`src/rtl/fpx_pkg.sv`:
```
package fpx_pkg;
  localparam int unsigned FLAG_W  = 5;
  localparam int unsigned CUR_LSB = 0;
  localparam int unsigned ACC_LSB = 5;
  localparam int unsigned TT_LSB  = 14;
  localparam int unsigned TT_W    = 3;
  localparam int unsigned EN_LSB  = 23;
  localparam int unsigned SR_MIN  = EN_LSB + FLAG_W;
  localparam logic [TT_W-1:0] TT_IEEE = 3'd1;
  localparam logic [TT_W-1:0] TT_NONE = 3'd0;
  typedef logic [FLAG_W-1:0] flags_t;
endpackage

```
`src/rtl/fpx_trap_pick.sv`:
```
module fpx_trap_pick
  import fpx_pkg::*;
(
  input  flags_t raised_i,
  input  flags_t enable_i,
  output logic   trap_o,
  output flags_t result_o
);
  flags_t masked;
  flags_t winner;
  logic   seen;

  assign masked = raised_i & enable_i;
  assign trap_o = |masked;

  // Highest bit wins: invalid > overflow > underflow > divzero > inexact
  always_comb begin
    winner = '0;
    seen   = 1'b0;
    for (int i = FLAG_W - 1; i >= 0; i--) begin
      if (masked[i] && !seen) begin
        winner[i] = 1'b1;
        seen      = 1'b1;
      end
    end
  end

  assign result_o = trap_o ? winner : raised_i;

  always_comb begin
    if (trap_o) a_r3_single_winner: assert ($countones(result_o) == 1);
  end
endmodule

```
`src/rtl/fpx_status_merge.sv`:
```
module fpx_status_merge
  import fpx_pkg::*;
#(
  parameter int unsigned SR_W = 32
) (
  input  logic [SR_W-1:0] status_i,
  input  logic            trap_i,
  input  flags_t          result_i,
  output logic [SR_W-1:0] status_o
);
  flags_t acc_old;
  assign acc_old = status_i[ACC_LSB +: FLAG_W];

  always_comb begin
    status_o = status_i;
    status_o[CUR_LSB +: FLAG_W] = result_i;
    status_o[ACC_LSB +: FLAG_W] = trap_i ? acc_old : (acc_old | result_i);
    status_o[TT_LSB +: TT_W]    = trap_i ? TT_IEEE : TT_NONE;
  end
endmodule

```
`src/rtl/fpx_pc_step.sv`:
```
module fpx_pc_step #(
  parameter int unsigned PC_W = 64,
  parameter int unsigned STEP = 4
) (
  input  logic [PC_W-1:0] pc_i,
  input  logic [PC_W-1:0] npc_i,
  input  logic            trap_i,
  output logic [PC_W-1:0] pc_o,
  output logic [PC_W-1:0] npc_o
);
  localparam logic [PC_W-1:0] STEP_V = PC_W'(STEP);

  assign pc_o  = trap_i ? pc_i  : npc_i;
  assign npc_o = trap_i ? npc_i : npc_i + STEP_V;
endmodule

```
`src/rtl/fpx_status_unit.sv`:
```
module fpx_status_unit
  import fpx_pkg::*;
#(
  parameter int unsigned SR_W = 32,
  parameter int unsigned PC_W = 64
) (
  input  logic            clk,
  input  logic            rst_n,
  input  logic            done_valid_i,
  input  logic [4:0]      raised_i,
  input  logic [SR_W-1:0] status_i,
  input  logic [PC_W-1:0] pc_i,
  input  logic [PC_W-1:0] npc_i,
  output logic [SR_W-1:0] status_o,
  output logic [PC_W-1:0] pc_o,
  output logic [PC_W-1:0] npc_o,
  output logic            trap_o
);
  logic            trap_c;
  flags_t          result_c;
  logic [SR_W-1:0] status_c;
  logic [PC_W-1:0] pc_c, npc_c;

  fpx_trap_pick u_pick (
    .raised_i (raised_i),
    .enable_i (status_i[EN_LSB +: FLAG_W]),
    .trap_o   (trap_c),
    .result_o (result_c)
  );

  fpx_status_merge #(.SR_W(SR_W)) u_merge (
    .status_i (status_i),
    .trap_i   (trap_c),
    .result_i (result_c),
    .status_o (status_c)
  );

  fpx_pc_step #(.PC_W(PC_W), .STEP(4)) u_step (
    .pc_i   (pc_i),
    .npc_i  (npc_i),
    .trap_i (trap_c),
    .pc_o   (pc_c),
    .npc_o  (npc_c)
  );

  always_ff @(posedge clk or negedge rst_n) begin
    if (!rst_n) begin
      status_o <= '0;
      pc_o     <= '0;
      npc_o    <= '0;
      trap_o   <= 1'b0;
    end else begin
      trap_o <= done_valid_i & trap_c;
      if (done_valid_i) begin
        status_o <= status_c;
        pc_o     <= pc_c;
        npc_o    <= npc_c;
      end
    end
  end

  // trap pulse follows the enabled-flag condition
  a_r2_trap_follows: assert property (@(posedge clk) disable iff (!rst_n)
    done_valid_i |=> (trap_o == $past(|(raised_i & status_i[EN_LSB +: FLAG_W]))));

  // a trap leaves exactly one current flag
  a_r3_one_current: assert property (@(posedge clk) disable iff (!rst_n)
    trap_o |-> ($countones(status_o[CUR_LSB +: FLAG_W]) == 1));

  // accrued field untouched on a trap
  a_r5_acc_kept: assert property (@(posedge clk) disable iff (!rst_n)
    trap_o |-> (status_o[ACC_LSB +: FLAG_W] == $past(status_i[ACC_LSB +: FLAG_W])));

  // PC pair held on a trap
  a_r7_pc_held: assert property (@(posedge clk) disable iff (!rst_n)
    trap_o |-> (pc_o == $past(pc_i) && npc_o == $past(npc_i)));

  // non-trapping completion steps by four
  a_r7_pc_step: assert property (@(posedge clk) disable iff (!rst_n)
    (done_valid_i && !(|(raised_i & status_i[EN_LSB +: FLAG_W])))
      |=> (npc_o == pc_o + PC_W'(4)));

  // idle cycles hold outputs and raise no trap
  a_r9_idle_hold: assert property (@(posedge clk) disable iff (!rst_n)
    !done_valid_i |=> (!trap_o && $stable(status_o) && $stable(pc_o) && $stable(npc_o)));
endmodule

```
`config.mk`:
```
export PLATFORM = sky130hd
export DESIGN_NAME = fpx_status_unit
export DESIGN_NICKNAME = d
export VERILOG_FILES = /design/src/rtl/fpx_pkg.sv /design/src/rtl/fpx_trap_pick.sv /design/src/rtl/fpx_status_merge.sv /design/src/rtl/fpx_pc_step.sv /design/src/rtl/fpx_status_unit.sv
export SDC_FILE = /design/constraint.sdc
export NUM_CORES = 1
export LEC_CHECK = 0
export BUFFER_PORTS_ARGS = -buffer_cell sky130_fd_sc_hd__buf_2
export CORE_UTILIZATION = 45
export DETAILED_ROUTE_END_ITERATION = 8
export PLACE_DENSITY_LB_ADDON = 0.08
export SETUP_SLACK_MARGIN = 0.1
export SYNTH_ARGS = -nofsm -noshare
export SYNTH_HDL_FRONTEND = slang
export SYNTH_SLANG_ARGS = --single-unit
```
`constraint.sdc`:
```
create_clock -name clk -period 2 [get_ports clk]
set_input_delay 0.2 -clock clk [delete_from_list [all_inputs] [get_ports clk]]
set_output_delay 0.2 -clock clk [all_outputs]
set_load 0.005 [all_outputs]
```
* Word-level counts from Yosys, hierarchy flattened
Cells that the tools add are included.
** Storage, ports and cells
- Flip-flop bits (word level) :: 161
- Input bits :: 168
- Word-level logic and storage cells :: 30
** Operators by class
- Add/sub/neg operators :: 1
- Multiplexer cells :: 13
- Bitwise operators :: 3
- Reductions and logical operators :: 9
** Operators by type and width (count)
- $mux 64 :: 2
- $add 64x3->64 const B :: 1
- $mux 5 :: 2
- $mux 1 :: 9
- $and 5x5->5 :: 1
- $or 5x5->5 :: 1
- $reduce_or 5->1 :: 1
- $logic_and 1x1->1 :: 4
- $logic_not 1->1 :: 4
- $and 1x1->1 :: 1

* Logic depth before layout (Yosys ltp)
Gate-level depths: netlist of the first run.
- Depth in word-level cells :: 17
- Depth in mapped cells :: 9
- Depth with buffers taken out :: 6

* By module
Synthesis of the first run repeated with hierarchy kept, for this count alone.
** Second synthesis, totals
- Cells, all modules :: 680
- Area total of the unflattened synthesis :: 8753.4 sq um
** By module, submodules not included
- fpx_status_unit :: instances 1, cells each 340, area each 6329.8 sq um, seq. area each 4028.9 sq um
- fpx_pc_step :: instances 1, cells each 292, area each 2077.0 sq um, seq. area each 0.0 sq um
- fpx_status_merge :: instances 1, cells each 34, area each 247.7 sq um, seq. area each 0.0 sq um
- fpx_trap_pick :: instances 1, cells each 14, area each 98.8 sq um, seq. area each 0.0 sq um

* Worst setup path before layout of the first run
Ideal clock, no wire load.
- Path kind :: input to register
- Start point :: input status_i[25]
- End point :: register npc_o[36]
- Library setup time :: 0.082 ns
- Arrival time :: 2.132 ns
- Required time :: 1.918 ns
- Path slack :: -0.214 ns
- Stages on the path :: 7
- Buffers on the path :: 2
- Cells stage by stage :: a22o_1 > or4_1 > buf_2 > or3_1 > buf_2 > or4_1 > a31oi_1
** Between the ends
- Cells in the longest elaborated chain, start to end :: 3
** Ends and longest elaborated chain
- start: declaration :: line fpx_status_unit.sv:11 : input logic [SR_W-1:0] status_i,
- $and 5x5->5 :: line fpx_trap_pick.sv:13 : assign masked = raised_i & enable_i;
- $reduce_or 5->1 :: line fpx_trap_pick.sv:14 : assign trap_o = |masked;
- $mux 64 :: line fpx_pc_step.sv:14 : assign npc_o = trap_i ? npc_i : npc_i + STEP_V;
- end signal: assignment :: line fpx_status_unit.sv:57 : npc_o <= npc_c;
- end: declaration :: line fpx_status_unit.sv:16 : output logic [PC_W-1:0] npc_o,
Every way passes these cells.
A chain may end at the register's enable or synchronous reset.

* Worst setup path in the final report of the first run
- Start point :: input raised_i[3]
- End point :: register npc_o[42]
** Between the ends
- Cells in the longest elaborated chain, start to end :: 3
** Ends and longest elaborated chain
- start: declaration :: line fpx_status_unit.sv:10 : input logic [4:0] raised_i,
- $and 5x5->5 :: line fpx_trap_pick.sv:13
- $reduce_or 5->1 :: line fpx_trap_pick.sv:14
- $mux 64 :: line fpx_pc_step.sv:14
Every way passes these cells.

==> summary.md, run 1 <==
| Metric | Value |
|---|---|
| Status | finished clean |
| Die width | ~130 µm |
| Starting density of the core | approximately 46% |
| Total wire length | 26,400 µm |
| Cell Area, Synth | around 8000 µm² |
| Hold Crit Class | primary input to flip-flop |
| Max-cap check violation count | 0 |
| Vias/cell | roughly 5.4 |
| Final core occ | between 60% and 70% |
| Hold Violations, Final | 0 |
| Commonest non-fill, non-tap cell in the layout | buf_2 |
| RSZ-0062 raised after global routing | true |
| Yosys top cell by area | dfrtp_1 |
| PortBufs | between 300 and 400 |
| Chip height | ~130 µm |
| Number of synthesized flops with an enable pin | 0 |
| I/O pin count | 329 |
| Crit Path Category | primary input to flip-flop |
| DR WL/cell | around 17 µm |
| Total Power Consumption | about 8.8 mW |
| Total leakage power | around 5.3 nW |
| Die Area | 18,100 µm² |
| Total track usage | about 29% |
| Num CTS Buffers | 17 |
| Crit share post-route | a little over nine tenths |
| Initial antenna violation count | 2 |
| Layout cell share with drive strength beyond 1 | 39.6% |
| Clock Tree Buf Depth | 2 |
| Final min period | between 1.5 and 2 ns |
| Worst setup EP type | flip-flop |
| Placeable Area | around 17,000 µm² |
| Final std cells w/o fill | 1,566 |
| HPWL after detailed placement | between 15,000 and 20,000 µm |
| Worst-skew pair later-pin latency | between 0.4 and 0.5 ns |
| DRT antenna net count | 0 |
| Largest net degree at the start of global routing | 114 |
| Synth Flop Type | dfrtp_1 |
| Clock network fraction of total power | between 30% and 40% |
| Comb power frac | approximately a fifth |
| Avg Inst Size Synth | a little under 9 µm² |
| Yosys reg bits | ~160 |
| Critical path data arrival time | 2.24 ns |
| Final Max Slew Viols | 0 |
| Crit path max fanout | 8 |
| P per Cell Area | between 700 and 800 nW/µm² |
| 1st-iter DRT viols | roughly 450 |
| FP Rows | between 40 and 50 |
| Synth area leaders | dfrtp_1, a31oi_1, nand2_1 |
| Placed cell count | 1,517 |
| Internal Power | about 6.3 mW |
| Clk root buf | clkbuf_16 |
| Sequential share of power | between 40% and 50% |
| CTS tree | yes |
| Grt total ovfl | 0 |
| Worst slew pin tran | 0.491 ns |
| GPL Wtd Cong | between 0.8 and 0.9 |
| Worst vdd ir | around 0.55 mV |
| Share of the synthesized area in the top cell type | a little over 50% |
| Yosys warns | 0 |
| WHS | approximately 0.008 ns |
| Global-route wire length before repair | between 40,000 and 50,000 µm |
| Final setup fails | 0 |
| Vias | ~8,400 |
| Drt drc | 0 |
| Crit start category | primary input |
| CTS H-tree lvls | 4 |
| Most frequent cells in the layout | buf_2, nand2_1, dfrtp_1 |
| Synth unique cells | 39 |
| Setup Fix Bufs, Post-CTS | 0 |
| Area Overhead vs Synth | 45.8% |
| Layout Nets | 1,496 |
| Synth Instances | about 900 |
| Sequential share of the synthesized area | 50.3% |
| Psw | about 2.5 mW |
| Clock slew at reported path FFs | ~0.07 ns |
| Clk sinks | between 150 and 200 |
| Pre-Repair DR Iteration Count | 5 |
| Slew margin rel. | about two thirds |
| Vias in the first global route | a little under 8,000 |
| Sw Share | between 20% and 30% |
| Clock skew | 0 ns |
| Peak Freq | about 530 MHz |
| Ys async rst share | between 90% and 100% |
| CP Data Required Time | 2.34 ns |
final timing paths:
check                                    startpoint                       end  slack, ns  cells past startpoint
max in group asynchronous                     rst_n   status_o[6]$_DFFE_PN0P_       0.94                      3
min                                    status_i[23]  status_o[23]$_DFFE_PN0P_      0.008                      2
min reg2reg                status_o[14]$_DFFE_PN0P_  status_o[14]$_DFFE_PN0P_       0.48                      1
max reg2reg                status_o[18]$_DFFE_PN0P_  status_o[18]$_DFFE_PN0P_       1.23                      1
min in group asynchronous                     rst_n     npc_o[35]$_DFFE_PN0P_       0.27                      2
max                                     raised_i[3]     npc_o[42]$_DFFE_PN0P_        0.1                      7
per-layer routing:
layer,wire (µm),vias up,track usage [%]
met2,12300,307,46.6
met1,11800,3961,39.5
met4,461,2,8.30
met5,13,-,0
li1,-,4082,-
met3,1850,36,7.55
final cells by class:
cell class / count / area (µm²)
sequential: 159 / 3980
clock inverter: 14 / 169
antenna: 1 / 2.50
clock buffer: 18 / 439
tap: 225 / 282
inverter: 9 / 33.8
timing repair buffer: 472 / 2910
multi-input combinational: 668 / 3710
fill: 1473 / 5710
sequential cells by signal, indices dropped and copies added (netlist names):
name	count
npc_o	64
pc_o	64
status_o	30
trap_o	1
cells by family (layout without fill, tap and decap cells):
kind of cell / Yosys count / in the layout / share of synthesized area (%)
buffers and inverters: 76 / 513 / 3.73
adder cells (fa/ha/maj): 1 / 1 / 0.158
AO/OA/AOI/OAI: 184 / 184 / 14.5
multiplexers: 21 / 21 / 2.99
flip-flops: 159 / 159 / 50.3
XOR/XNOR: 25 / 25 / 2.77
AND/OR/NAND/NOR: 435 / 435 / 25.5
other: 1 / 3 / 0.0474
cell usage after synthesis (all sizes together), types with 2 or more instances:
| cell | n |
|---|---|
| nand2 | 162 |
| dfrtp | 159 |
| nor2 | 138 |
| a31oi | 103 |
| clkbuf | 59 |
| a21oi | 37 |
| or4 | 28 |
| nand4 | 26 |
| o31ai | 24 |
| mux2 | 21 |
| nand3 | 20 |
| nor3 | 15 |
| xnor2 | 15 |
| or3 | 14 |
| nor4 | 11 |
| o21ai | 10 |
| xor2 | 10 |
| inv | 9 |
| buf | 8 |
| and3 | 7 |
| and4 | 4 |
| o41ai | 4 |
| or4b | 4 |
| a22o | 2 |
| and2 | 2 |
| o2bb2ai | 2 |
power by group through the flow:
stage,clock network (mW),logic (mW),registers (mW)
3_3_place_gp,0,1.61,3.77
3_5_place_dp,0,1.64,3.78
5_1_grt,3.58,1.83,3.77
4_1_cts,3.45,1.66,3.73
6_report,3.39,1.66,3.73
2_1_floorplan,0,0.599,3.82
through the flow:
step / setup TNS [ns] / worst slack, ns / instance area, µm²
2_1_floorplan: -1.47 / -0.211 / 7950
3_3_place_gp: -7.64 / -0.433 / 10700
3_5_place_dp: -8.20 / -0.446 / 10700
4_1_cts: 0 / 0.107 / 11500
5_1_grt: 0 / 0.0751 / 11500
6_report: 0 / 0.0987 / 11500
what timing repair did:
action                     CTS  global route
hold buffers                14             1
pin swaps                    0             5
hold endpoints to repair    55             1
gates resized for setup      4            11
setup endpoints to repair    8             8
gates cloned                 0             1
worst max-delay path, stage by stage:
cell,delay [ns]
buf_6,0.09
a22o_1,0.24
or4_4,0.51
or3_4,0.41
buf_6,0.15
or4_1,0.47
a31oi_1,0.17
No activity file was read; power rests on OpenSTA's default activity.
==> run 2, diff against run 1 <==
- BUFFER_PORTS_ARGS: -buffer_cell sky130_fd_sc_hd__buf_2 -> default
- DONT_BUFFER_PORTS: default -> 1
==> run 2 against run 1 <==
- the run now ends with hold timing left
- largest cell class unchanged
- worst hold slack worse by 0.55 ns
- maximum frequency up 4.0%
- final cell count fell by 18%
- via count decreased by 7.6%
- first-iteration DRC count up 24%
- sequential cell count unchanged
- global-route usage down 1.8 points
- combinational power decreased by 40%
==> summary.md, run 2 (synthesis gave the netlist of run 1 again) <==
| Metric | Value |
|---|---|
| Violated checks | hold timing |
| 1st-iter DRT viols | roughly 560 |
| Clk root buf | clkbuf_16 |
| Starting density of the core | between 40% and 50% |
| Vias | about 7,800 |
| Drt drc | 0 |
| Status | finished, violations left |
| Area Overhead vs Synth | 32.3% |
| CTS H-tree lvls | 4 |
| Crit start category | primary input |
| PortBufs | 0 |
| Vias/cell | about 6 |
| Layout Nets | between 1,000 and 1,500 |
| Final std cells w/o fill | approximately 1,300 |
| Total wire length | ~27,000 µm |
| CP Data Required Time | between 2 and 2.5 ns |
| Commonest non-fill, non-tap cell in the layout | nand2_1 |
| FP Rows | 48 |
| Chip height | approximately 130 µm |
| Most frequent cells in the layout | nand2_1, dfrtp_1, dlygate4sd3_1 |
| Setup crit start | status_i[25] |
| Largest net degree at the start of global routing | between 200 and 300 |
| CTS tree | yes |
| Layout cell share with drive strength beyond 1 | roughly 11% |
| Global-route wire length before repair | 38,300 µm |
| Peak Freq | 547 MHz |
| I/O pin count | around 330 |
| Final Max Slew Viols | 0 |
| P per Cell Area | about 800 nW/µm² |
| RSZ-0062 raised after global routing | true |
| DR WL/cell | around 21 µm |
| Max-cap check violation count | 0 |
| # diodes | 0 |
| Clock skew | 0 ns |
| Worst-skew pair later-pin latency | 0.43 ns |
| Hold Crit Class | primary input to async pin |
| Worst slew pin tran | about 0.53 ns |
| Hold Violations, Final | between 200 and 250 |
| R2r startpoint | status_o[27]$_DFFE_PN0P_ |
| Largest regs | npc_o: 64 flops, pc_o: 64 flops, status_o: 30 flops |
| Clk sinks | around 160 |
| Initial antenna violation count | 0 |
| Crit share post-route | roughly nine tenths |
| Crit Path Category | primary input to flip-flop |
| Die width | between 100 and 150 µm |
| Setup Fix Bufs, Post-CTS | 0 |
| Placed cell count | 1,112 |
| HPWL after detailed placement | around 17,000 µm |
| Pre-Repair DR Iteration Count | 6 |
| Worst setup EP type | flip-flop |
| Placeable Area | roughly 17,000 µm² |
| WHS | -0.545 ns |
| Vias in the first global route | between 6,000 and 7,000 |
| DRT antenna net count | 0 |
| Num CTS Buffers | 17 |
| Critical path data arrival time | between 2 and 2.5 ns |
| Clock Tree Buf Depth | 2 |
| Grt total ovfl | 0 |
| Total Power Consumption | about 8 mW |
| GPL Wtd Cong | 0.817 |
| Worst vdd ir | 0.605 mV |
| Final min period | around 1.8 ns |
| Die Area | ~18,000 µm² |
| Slew margin rel. | between 60% and 70% |
| Total leakage power | slightly above 4 nW |
| Fill count | 1,443 |
| Crit path max fanout | 21 |
| Total track usage | between 20% and 30% |
| Final setup fails | 0 |
| Clock slew at reported path FFs | about 0.070 ns |
-- run 2: cell count changes in the layout (fill, tap and decap cells not counted), sizes merged --
cell / previous run / this run
buf: 456 / 51
bufinv: 2 / 1
clkbuf: 19 / 17
clkinvlp: 0 / 1
diode: 1 / 0
dlygate4sd3: 15 / 147
inv: 17 / 18
-- run 2: worst paths after layout --
check                                           endpoint  slack, ns  cells past startpoint
worst max-delay path                npc_o[6]$_DFFE_PN0P_       0.17                      8
worst min-delay path               npc_o[37]$_DFFE_PN0P_      -0.54                      0
worst max register to register  status_o[27]$_DFFE_PN0P_       0.60                      2
worst min register to register   status_o[2]$_DFFE_PN0P_       0.53                      1
max in group asynchronous           pc_o[54]$_DFFE_PN0P_       2.31                      0
min in group clk                 status_o[6]$_DFFE_PN0P_      -0.12                      1
-- run 2: area by class of cell --
type | instances | area (µm²) | share of cell area [%]
Clock buffer | 17 | 425 | 4.07
Clock inverter | 15 | 169 | 1.61
Inverter | 9 | 33.8 | 0.323
Timing Repair Buffer | 198 | 1880 | 18.0
Tap cell | 225 | 282 | 2.69
Multi-Input combinational cell | 668 | 3690 | 35.3
Sequential cell | 159 | 3980 | 38.0
-- run 2: metrics by stage --
step / instance area, µm² / TNS, ns / utilization, % / worst slack, ns / hold slack (ns)
2_1_floorplan: 7950 / -1.47 / - / -0.211 / -0.0956
3_3_place_gp: 8370 / -3.49 / 48.5 / -0.280 / -0.0915
3_5_place_dp: 8370 / -4.85 / 48.5 / -0.347 / -0.0907
4_1_cts: 9600 / 0 / 55.7 / 0.109 / -0.556
5_1_grt: 10500 / 0 / 60.7 / 0.0653 / -0.563
6_report: 10500 / 0 / 60.7 / 0.173 / -0.545
-- run 2: timing repair --
action	CTS	global route
endpoints found under the setup margin	0	7
endpoints found under the hold margin	316	282
resized for setup	0	6
hold buffers	64	83
-- run 2: power breakdown --
| group | total (mW) | leakage, nW | switching, mW | internal [mW] |
|---|---|---|---|---|
| logic | 0.996 | 2.03 | 0.450 | 0.546 |
| clock network | 3.30 | 0.290 | 1.52 | 1.78 |
| registers | 3.88 | 1.80 | 0.323 | 3.56 |
-- run 2: per-layer routing --
layer / share of wire [%] / GRT usage (%)
met1: 40 / 33.6
met2: 48 / 45.3
met3: 8.2 / 8.15
met4: 3.3 / 11.9
met5: 0 / 0
-- run 2: critical path, stage by stage --
cell	delay, ns
a22o_4	0.25
buf_4	0.15
nor3_2	0.32
buf_6	0.26
nand4_1	0.14
xor2_1	0.17
a21oi_1	0.08
dlygate4sd3_1	0.57
